--- config.mk ---
export PLATFORM = sky130hd
export DESIGN_NAME = uart_frame_tx
export DESIGN_NICKNAME = d
export VERILOG_FILES = /design/src/rtl/uart_frame_tx_pkg.sv /design/src/rtl/tx_tick_ctr.sv /design/src/rtl/tx_word_shifter.sv /design/src/rtl/tx_phase_seq.sv /design/src/rtl/uart_frame_tx.sv
export SDC_FILE = /design/constraint.sdc
export NUM_CORES = 1
export LEC_CHECK = 0
export ABC_AREA = 0
export ABC_CLOCK_PERIOD_IN_PS = 4950
export BUFFER_PORTS_ARGS = -buffer_cell sky130_fd_sc_hd__buf_4
export CORE_UTILIZATION = 63
export CTS_BUF_LIST = sky130_fd_sc_hd__clkbuf_2
export DETAILED_ROUTE_END_ITERATION = 7
export PLACE_DENSITY = 0.87
export SETUP_SLACK_MARGIN = 0.2
export SLEW_MARGIN = 20
export SYNTH_ARGS = -nofsm -noshare
export SYNTH_HDL_FRONTEND = slang
export SYNTH_SLANG_ARGS = --single-unit
--- constraint.sdc ---
create_clock -name clk -period 4.95 [get_ports clk]
set_input_delay 0 -clock clk [delete_from_list [all_inputs] [get_ports clk]]
set_output_delay 0 -clock clk [all_outputs]
set_load 0.05 [all_outputs]
--- src/rtl/uart_frame_tx_pkg.sv ---
package uart_frame_tx_pkg;

  localparam int unsigned MAX_WORD = 8;

  typedef enum logic [2:0] {
    PH_IDLE  = 3'd0,
    PH_START = 3'd1,
    PH_DATA  = 3'd2,
    PH_PAR   = 3'd3,
    PH_STOP  = 3'd4
  } tx_phase_e;

  typedef struct packed {
    logic [1:0] len_code;
    logic       par_en;
    logic       par_odd;
    logic [1:0] stop_code;
  } tx_cfg_t;

  // Number of data bits for a length code.
  function automatic logic [3:0] word_bits(input logic [1:0] code);
    return 4'd5 + {2'b00, code};
  endfunction

  // Stop period length in oversampling ticks (half-bit steps).
  function automatic int unsigned stop_ticks(input logic [1:0] code,
                                             input int unsigned tpb);
    return (tpb / 2) * (int'(code) + 1);
  endfunction

  // Parity over the used bits only; odd selection seeds the fold with 1.
  function automatic logic frame_parity(input logic [MAX_WORD-1:0] w,
                                        input logic [1:0] code,
                                        input logic odd);
    logic acc;
    acc = odd;
    for (int i = 0; i < MAX_WORD; i++) begin
      if (i < int'(word_bits(code))) acc = acc ^ w[i];
    end
    return acc;
  endfunction

endpackage

--- src/rtl/tx_tick_ctr.sv ---
module tx_tick_ctr #(
  parameter int unsigned CNT_W = 5
) (
  input  logic             clk,
  input  logic             rst_n,
  input  logic             run,
  input  logic             tick_en,
  input  logic             restart,
  input  logic [CNT_W:0]   limit,
  output logic             slot_done
);
  logic [CNT_W-1:0] cnt_q;

  assign slot_done = run && tick_en && ({1'b0, cnt_q} == (limit - 1'b1));

  always_ff @(posedge clk or negedge rst_n) begin
    if (!rst_n) begin
      cnt_q <= '0;
    end else if (restart || slot_done) begin
      cnt_q <= '0;
    end else if (run && tick_en) begin
      cnt_q <= cnt_q + 1'b1;
    end
  end
endmodule

--- src/rtl/tx_word_shifter.sv ---
module tx_word_shifter #(
  parameter int unsigned W = 8
) (
  input  logic         clk,
  input  logic         rst_n,
  input  logic         load,
  input  logic         shift,
  input  logic [W-1:0] load_word,
  output logic         next_lsb
);
  logic [W-1:0] sr_q, sr_d;

  always_comb begin
    sr_d = sr_q;
    if (load)       sr_d = load_word;
    else if (shift) sr_d = sr_q >> 1;
  end

  assign next_lsb = sr_d[0];

  always_ff @(posedge clk or negedge rst_n) begin
    if (!rst_n) sr_q <= '0;
    else        sr_q <= sr_d;
  end
endmodule

--- src/rtl/tx_phase_seq.sv ---
module tx_phase_seq
  import uart_frame_tx_pkg::*;
#(
  parameter int unsigned TICKS_PER_BIT = 16,
  parameter int unsigned CNT_W = 5
) (
  input  logic                clk,
  input  logic                rst_n,
  input  logic                in_valid,
  input  logic [MAX_WORD-1:0] in_data,
  input  tx_cfg_t             cfg_in,
  input  logic                slot_done,
  input  logic                next_lsb,
  output tx_phase_e           phase_q,
  output tx_cfg_t             cfg_q,
  output logic                hs_fire,
  output logic                shift,
  output logic                frame_end,
  output logic [CNT_W:0]      tick_limit,
  output logic                line_q
);
  localparam int unsigned IDX_W = 3;

  tx_phase_e        phase_d;
  logic [IDX_W-1:0] bit_idx_q;
  logic             par_q;
  logic             data_last;
  logic             line_d;

  assign hs_fire   = (phase_q == PH_IDLE) && in_valid;
  assign data_last = ({1'b0, bit_idx_q} == (word_bits(cfg_q.len_code) - 4'd1));
  assign shift     = slot_done && (phase_q == PH_DATA);
  assign frame_end = slot_done && (phase_q == PH_STOP);

  always_comb begin
    if (phase_q == PH_STOP)
      tick_limit = (CNT_W+1)'(stop_ticks(cfg_q.stop_code, TICKS_PER_BIT));
    else
      tick_limit = (CNT_W+1)'(TICKS_PER_BIT);
  end

  always_comb begin
    phase_d = phase_q;
    unique case (phase_q)
      PH_IDLE:  if (hs_fire)   phase_d = PH_START;
      PH_START: if (slot_done) phase_d = PH_DATA;
      PH_DATA:  if (slot_done && data_last)
                  phase_d = cfg_q.par_en ? PH_PAR : PH_STOP;
      PH_PAR:   if (slot_done) phase_d = PH_STOP;
      PH_STOP:  if (slot_done) phase_d = PH_IDLE;
      default:  phase_d = PH_IDLE;
    endcase
  end

  always_comb begin
    unique case (phase_d)
      PH_START: line_d = 1'b0;
      PH_DATA:  line_d = next_lsb;
      PH_PAR:   line_d = par_q;
      default:  line_d = 1'b1;
    endcase
  end

  always_ff @(posedge clk or negedge rst_n) begin
    if (!rst_n) begin
      phase_q   <= PH_IDLE;
      cfg_q     <= '0;
      bit_idx_q <= '0;
      par_q     <= 1'b0;
      line_q    <= 1'b1;
    end else begin
      phase_q <= phase_d;
      line_q  <= line_d;
      if (hs_fire) begin
        cfg_q     <= cfg_in;
        par_q     <= frame_parity(in_data, cfg_in.len_code, cfg_in.par_odd);
        bit_idx_q <= '0;
      end else if (shift) begin
        bit_idx_q <= bit_idx_q + 1'b1;
      end
    end
  end
endmodule

--- src/rtl/uart_frame_tx.sv ---
module uart_frame_tx
  import uart_frame_tx_pkg::*;
#(
  parameter int unsigned TICKS_PER_BIT = 16
) (
  input  logic       clk,
  input  logic       rst_n,
  input  logic       tick_en,
  input  logic [7:0] in_data,
  input  logic       in_valid,
  output logic       in_ready,
  input  logic [1:0] cfg_len,
  input  logic       cfg_par_en,
  input  logic       cfg_par_odd,
  input  logic [1:0] cfg_stop,
  output logic       tx_line,
  output logic       tx_busy
);
  localparam int unsigned CNT_W = $clog2(2 * TICKS_PER_BIT);

  tx_cfg_t        cfg_in, cfg_q;
  tx_phase_e      phase_q;
  logic           hs_fire, shift, frame_end, slot_done, next_lsb;
  logic [CNT_W:0] tick_limit;
  logic           stop_phase;

  assign cfg_in = '{len_code: cfg_len, par_en: cfg_par_en,
                    par_odd: cfg_par_odd, stop_code: cfg_stop};

  tx_phase_seq #(.TICKS_PER_BIT(TICKS_PER_BIT), .CNT_W(CNT_W)) seq_i (
    .clk(clk), .rst_n(rst_n), .in_valid(in_valid), .in_data(in_data),
    .cfg_in(cfg_in), .slot_done(slot_done), .next_lsb(next_lsb),
    .phase_q(phase_q), .cfg_q(cfg_q), .hs_fire(hs_fire), .shift(shift),
    .frame_end(frame_end), .tick_limit(tick_limit), .line_q(tx_line)
  );

  tx_tick_ctr #(.CNT_W(CNT_W)) tick_i (
    .clk(clk), .rst_n(rst_n), .run(phase_q != PH_IDLE), .tick_en(tick_en),
    .restart(hs_fire), .limit(tick_limit), .slot_done(slot_done)
  );

  tx_word_shifter #(.W(MAX_WORD)) shf_i (
    .clk(clk), .rst_n(rst_n), .load(hs_fire), .shift(shift),
    .load_word(in_data), .next_lsb(next_lsb)
  );

  assign stop_phase = (phase_q == PH_STOP);
  assign in_ready   = (phase_q == PH_IDLE);
  assign tx_busy    = (phase_q != PH_IDLE);
endmodule

======== Word-level counts from Yosys, hierarchy flattened ========
Index checks and enable logic that the tools add are counted.
cells by class
  add/subtract/negate cells ............... 7
  magnitude comparators ................... 8
  equal/unequal tests ..................... 9
  multiplexer cells ....................... 30
  bitwise logic cells ..................... 8
  reduce and logical (&&, ||, !) cells .... 10
operators with widths
  kind                 count
  $mux 3               8
  $lt 3x4->1 const A   4
  $mux 8               2
  $mux 1               15
  $pmux 3 s5           1
  $eq 3x2->1 const B   4
  $mux 5               2
  $add 3x2->4 const A  2
  $lt 1x4->1 const A   2
  $lt 2x4->1 const A   2
  $xor 1x1->1          8
  $eq 3x1->1 const B   2
  $eq 5x6->1           1
  $mux 6               1
  $sub 6x1->6 const B  1
  $add 5x1->5 const B  1
  $logic_and 1x1->1    5
  $eq 3x4->1           1
  $reduce_bool 2->1    2
  $sub 4x1->4 const B  1
  $add 2x1->3 const B  1
  $add 3x1->3 const B  1
  $eq 3x3->1 const B   1
  $logic_not 3->1      1
  3 further kinds      3
storage, ports and cells
  register bits ........................... 26
  bits of input ports ..................... 18
  output and inout bits ................... 3
  logic and storage cells ................. 82

======== Longest topological paths before layout ========
  depth in word-level cells ............... 24
  depth in mapped cells ................... 10
  gate-level depth less buffers ........... 9

======== Modules after synthesis ========
Synthesis repeated with hierarchy kept, for this count alone.
unflattened totals
  cell total of the unflattened synthesis .. 159
  area, all modules ....................... 1667.8 um2
by module, submodules not included
  module           instances  cells each  area each (um2)  sequential area each (um2)
  tx_phase_seq     1          77          842.1            351.6
  tx_tick_ctr      1          46          437.9            125.1
  tx_word_shifter  1          34          376.6            200.2
  uart_frame_tx    1          2           11.3             0.0

======== Worst setup path before layout ========
OpenSTA, ideal clock, no wires.
  kind .................................... register to register
  start ................................... register seq_i.phase_q[2]
  end ..................................... register seq_i.line_q
  setup time .............................. 0.076 ns
  arrival time ............................ 2.390 ns
  required time ........................... 4.874 ns
  slack ................................... 2.484 ns
  stages on the path, launching flop included .. 10
  path buffers ............................ 0
  clock period less this slack ............ 2.466 ns
  cell sequence ........................... dfrtp_1 inv_1 or3_1 nor2_1 ha_1 xor2_1 nand4_1 or4_1 a21bo_1 a22oi_2
on the way
  word-level cells in the longest chain between the ends .. 10
ends and longest elaborated chain
  item                                      line                source
  start: declaration                        tx_phase_seq.sv:14  output tx_phase_e phase_q,
  start signal: assignment                  tx_phase_seq.sv:72  phase_q <= phase_d;
  $eq 3x3->1                                -
  $mux 6                                    tx_phase_seq.sv:36  if (phase_q == PH_STOP)
  $sub 6x1->6                               tx_tick_ctr.sv:14   assign slot_done = run && tick_en && ({1'b0, cnt_q} == (limit - 1'b1));
  $eq 5x6->1                                tx_tick_ctr.sv:14
  $logic_and 1x1->1                         tx_tick_ctr.sv:14
  $logic_and 1x1->1                         tx_phase_seq.sv:47  PH_DATA: if (slot_done && data_last)
  $mux 3                                    tx_phase_seq.sv:47
  $pmux 3 s5                                tx_phase_seq.sv:44  unique case (phase_q)
  $eq 3x2->1 or $eq 3x1->1 (tied branches)  tx_phase_seq.sv:56  unique case (phase_d)
  $pmux 1 s3 (*)                            tx_phase_seq.sv:56
  via seq_i.line_d                          tx_phase_seq.sv:28  logic line_d;
  end signal: assignment                    tx_phase_seq.sv:73  line_q <= line_d;
  end: declaration                          tx_phase_seq.sv:20  output logic line_q
Mark *: on every way through the listed nets, which the timed path passes. The rest lies on a longest branch. The select of a mux whose other input is x is not followed.
A chain may end at the register's enable or synchronous reset.

======== Worst setup path in the final report ========
Same ends and word-level chain as after synthesis.

==> run summary <==
The flow ran to the end, and the final reports show no timing, DRC or antenna violations. The number of max-cap violations is 0. The final global-route overflow total is 0. Subtracting the final worst setup slack from the clock period gives between 2 and 3 ns. Sorting the synthesized cells by area gives the leading types as sky130_fd_sc_hd__dfrtp_1 (42%), sky130_fd_sc_hd__nand2_1 (9.9%), sky130_fd_sc_hd__xnor2_1 (6.5%), sky130_fd_sc_hd__xor2_1 (4.1%), sky130_fd_sc_hd__ha_1 (3.4%). After routing, the total negative slack on setup checks comes to 0 ns.

The row count came out at 17. At the worst endpoint, the arrival time is 3.03 ns. The overall routed net length is between 3 and 4 mm. The routed via count divided by cell count is between 6 and 7.

In the final routed layout, each cell accounts on average for around 17 um. The final-stage net count came out at between 200 and 250. Relative to the synthesized area, the layout overhead comes to 21.8%. The later pin in the worst-skew pair is clocked with a latency of between 0.3 and 0.4 ns. The via count of the first global-routing pass is about 1.2k. The maximum cell stage delay along the critical path came out at roughly 0.51 ns. The post-detailed-route DRC marker count came out at 0. At the pin with the least slew margin, the transition time is around 0.7 ns.

TritonCTS built the clock tree. The average cell area after synthesis came out at between 9 and 10 sq um. The number of input and output port buffers inserted is 20. The worst voltage drop across the vdd grid came out at 0.391 mV. Walking the worst path, the cells encountered are inv_1 > or3_1 > nor2_1 > ha_1 > xor2_1 > nand4_1 > or4_1 > a21bo_1 > a22oi_2. The top cell type by area accounts for between 40% and 50% of the synthesized area.

On the critical path, the stage with the largest delay is an instance of sky130_fd_sc_hd__or4_1. The worst hold path belongs to the class input port to asynchronous set/reset pin. The number of antenna diodes in the final layout is 0. The overall die height is about 50 um. The critical path is of the register to register type. The worst hold slack is about 0.031 ns. After synthesis the netlist holds a flip-flop and latch count of 26.

The number of setup violations in the final report is 0. The largest fanout of any net on the critical path came out at 7. The initial DRC count came out at 54. The x dimension of the die came out at approximately 50 um.

The startpoint type of the worst setup path is a register. The layout cell share with drive strength beyond 1 came out at about a fifth. The biggest area consumer among synthesized cells is sky130_fd_sc_hd__dfrtp_1. The hold buffer count at CTS is 15.

The worst setup path is captured at a register. The synthesized area came out at between 1000 and 1500 sq um. The required time at the worst-slack endpoint is approximately 5.3 ns. The clock tree skew after final layout came out at between 0.015 and 0.02 ns.

The number of primary I/O pins is 21. The maximum number of pins on one net before global-route repair is 27. The non-filler instance count after layout is 213.

The sequential element share of the synthesized area came out at between 40 and 50%. Setup repair after global routing left no endpoint under its margin. The instance count of the mapped netlist is 150.

Synthesis instantiated 38 different standard cells from the library. The initial core utilization came out at 66.9%. In this run the clock root is driven by a sky130_fd_sc_hd__clkbuf_2.

The congestion estimate from routability-driven global placement came to 0.906. The top achievable clock speed came out at between 300 and 400 MHz. The number of slew-limit violations in the final report is 0. The first global-routing pass estimated 5.83 mm of wire.

The count of placed standard cells including taps is approximately 190. The number of buffers added for setup after CTS came out at 0. The filler cells instantiated in the layout total 134. The total count of hold-check failures in the final report came to 0. The deepest clock path buffer count came out at 2. The core area came out at between 2000 and 2500 sq um. The post-synthesis net count is 172.

Summed over all cells, the static leakage comes to around 0.00084 uW. The initial antenna violation count is 0. The share of the cycle needed by the critical path after routing came out at 55.2%. The number of buffers created by CTS came out at 3. The count of cells resized by post-cts repair is 0. The H-tree level count came out at 1.

The first-pass detailed-route iteration total is 4. The post-route antenna net violation count came out at 0. The floorplan step defined a die boundary enclosing ~2500 sq um. The final HPWL from detailed placement is ~2.2 mm. The relative slew slack came out at 52.7%. The routed layout has roughly 1.3k vias. The total global routing track utilization came out at 31.4%.

For this design, the sink count on the clock tree is 26. The number of warnings issued by yosys is 0. Dividing total power by cell area gives a power density of about 430 nW/um^2. Clock-pin slew was measured on the worst setup and hold paths at about 0.25 ns.
-- power by group --
part / internal, uW / switching [uW]
registers: 296 / 69.2
clock network: 17.5 / 63.8
logic: 134 / 192
total: 447 / 325
-- flip-flops by register name, summed over array words and instances, names as in the netlist --
| signal | cells |
|---|---|
| seq_i.bit_idx_q | 3 |
| seq_i.cfg_q | 5 |
| seq_i.line_q | 1 |
| seq_i.par_q | 1 |
| seq_i.phase_q | 3 |
| shf_i.sr_q | 8 |
| tick_i.cnt_q | 5 |
-- area by class of cell --
cell class / count / area [sq um] / share of cell area, %
flip-flops and latches: 26 / 652 / 36.2
multi-input cells: 116 / 781 / 43.3
repair buffers: 35 / 300 / 16.7
well taps: 28 / 35.0 / 1.94
clock inverters: 1 / 3.75 / 0.208
clock buffers: 3 / 15.0 / 0.833
inverters: 4 / 15.0 / 0.833
-- Yosys cell counts --
| cell type | n |
|---|---|
| sky130_fd_sc_hd__nand2_1 | 39 |
| sky130_fd_sc_hd__dfrtp_1 | 25 |
| sky130_fd_sc_hd__xnor2_1 | 11 |
| sky130_fd_sc_hd__nor2_1 | 7 |
| sky130_fd_sc_hd__xor2_1 | 7 |
| sky130_fd_sc_hd__a22oi_1 | 6 |
| sky130_fd_sc_hd__nand3_1 | 5 |
| sky130_fd_sc_hd__o21ai_0 | 5 |
| sky130_fd_sc_hd__ha_1 | 4 |
| sky130_fd_sc_hd__and2_1 | 3 |
| sky130_fd_sc_hd__inv_1 | 3 |
| sky130_fd_sc_hd__nand4_1 | 3 |
| sky130_fd_sc_hd__or3_1 | 3 |
| sky130_fd_sc_hd__a21oi_1 | 2 |
| sky130_fd_sc_hd__a41oi_1 | 2 |
| sky130_fd_sc_hd__and4bb_2 | 2 |
| sky130_fd_sc_hd__buf_6 | 2 |
| sky130_fd_sc_hd__a2111oi_4 | 1 |
| sky130_fd_sc_hd__a211o_1 | 1 |
| sky130_fd_sc_hd__a21bo_1 | 1 |
| sky130_fd_sc_hd__a22oi_2 | 1 |
| sky130_fd_sc_hd__and3_1 | 1 |
| sky130_fd_sc_hd__and4_4 | 1 |
| sky130_fd_sc_hd__and4bb_4 | 1 |
| sky130_fd_sc_hd__buf_2 | 1 |
| sky130_fd_sc_hd__clkbuf_1 | 1 |
| sky130_fd_sc_hd__dfstp_2 | 1 |
| sky130_fd_sc_hd__inv_2 | 1 |
| sky130_fd_sc_hd__mux2_2 | 1 |
| sky130_fd_sc_hd__mux2i_1 | 1 |
| sky130_fd_sc_hd__nand3b_1 | 1 |
| sky130_fd_sc_hd__nor4b_1 | 1 |
| sky130_fd_sc_hd__nor4b_2 | 1 |
| sky130_fd_sc_hd__o211a_1 | 1 |
| sky130_fd_sc_hd__o311ai_0 | 1 |
| sky130_fd_sc_hd__or3b_2 | 1 |
| sky130_fd_sc_hd__or4_1 | 1 |
| sky130_fd_sc_hd__xnor2_2 | 1 |
-- metal layers --
| metal | wire (um) | vias to the layer above | track usage [%] |
|---|---|---|---|
| met5 | 0 | - | 0 |
| met4 | 74 | 0 | 11.6 |
| met3 | 158 | 11 | 4.55 |
| met2 | 1790 | 52 | 51.8 |
| met1 | 1530 | 627 | 42.1 |
| li1 | - | 596 | - |
-- worst paths after layout --
check / start / end / slack (ns) / cells past startpoint
worst max-delay path: seq_i.phase_q[2]$_DFF_PN0_ / seq_i.line_q$_DFF_PN1_ / 2.22 / 9
worst min-delay path: rst_n / seq_i.phase_q[0]$_DFF_PN0_ / 0.03 / 2
worst max register to register: seq_i.phase_q[2]$_DFF_PN0_ / seq_i.line_q$_DFF_PN1_ / 2.22 / 9
worst min register to register: shf_i.sr_q[1]$_DFFE_PN0P_ / shf_i.sr_q[1]$_DFFE_PN0P_ / 0.51 / 2
max in group asynchronous: rst_n / seq_i.line_q$_DFF_PN1_ / 4.61 / 2
min in group clk: in_valid / seq_i.cfg_q[0]$_DFFE_PN0P_ / 0.12 / 4
-- logic make-up after synthesis --
group / count (synthesis) / share of synthesized area, %
DFF: 26 / 44.1
xor gates and xnor gates: 19 / 11.8
muxes: 2 / 1.44
buffers and inverters: 8 / 3.13
adders and majority gates: 4 / 3.38
and+or+nand+nor: 70 / 24.4
AOI/OAI and AO/OA: 21 / 11.8
-- stage by stage --
stage                     worst slack [ns]  power [uW]  area [sq um]  util (%)
after CTS                             2.23         758          1800      81.4
after detailed placement              2.28         670          1630      73.8
after floorplan                       2.48         592          1480         -
final                                 2.22         772          1800      81.4
after global placement                2.37         654          1630      73.8
after global routing                  2.08         821          1800      81.4
-- critical path: cells and delay by family (launching register included) --
| family | cells | cell delay, ns |
|---|---|---|
| AOI/OAI and AO/OA | 2 | 0.39 |
| xor gates and xnor gates | 1 | 0.32 |
| adders and majority gates | 1 | 0.24 |
| buffers and inverters | 1 | 0.09 |
| DFF | 1 | 0.49 |
| and+or+nand+nor | 4 | 1.15 |
-- cell usage in the layout (no fill, tap or decap), types with 4 or more instances in the layout --
cell type / instances
sky130_fd_sc_hd__nand2_1: 39
sky130_fd_sc_hd__ha_1: 4
sky130_fd_sc_hd__o21ai_0: 5
sky130_fd_sc_hd__xnor2_1: 11
sky130_fd_sc_hd__buf_4: 20
sky130_fd_sc_hd__nor2_1: 7
sky130_fd_sc_hd__a22oi_1: 6
sky130_fd_sc_hd__dfrtp_1: 25
sky130_fd_sc_hd__xor2_1: 7
sky130_fd_sc_hd__dlygate4sd3_1: 15
sky130_fd_sc_hd__nand3_1: 5
No activity file was read; power rests on OpenSTA's default activity.
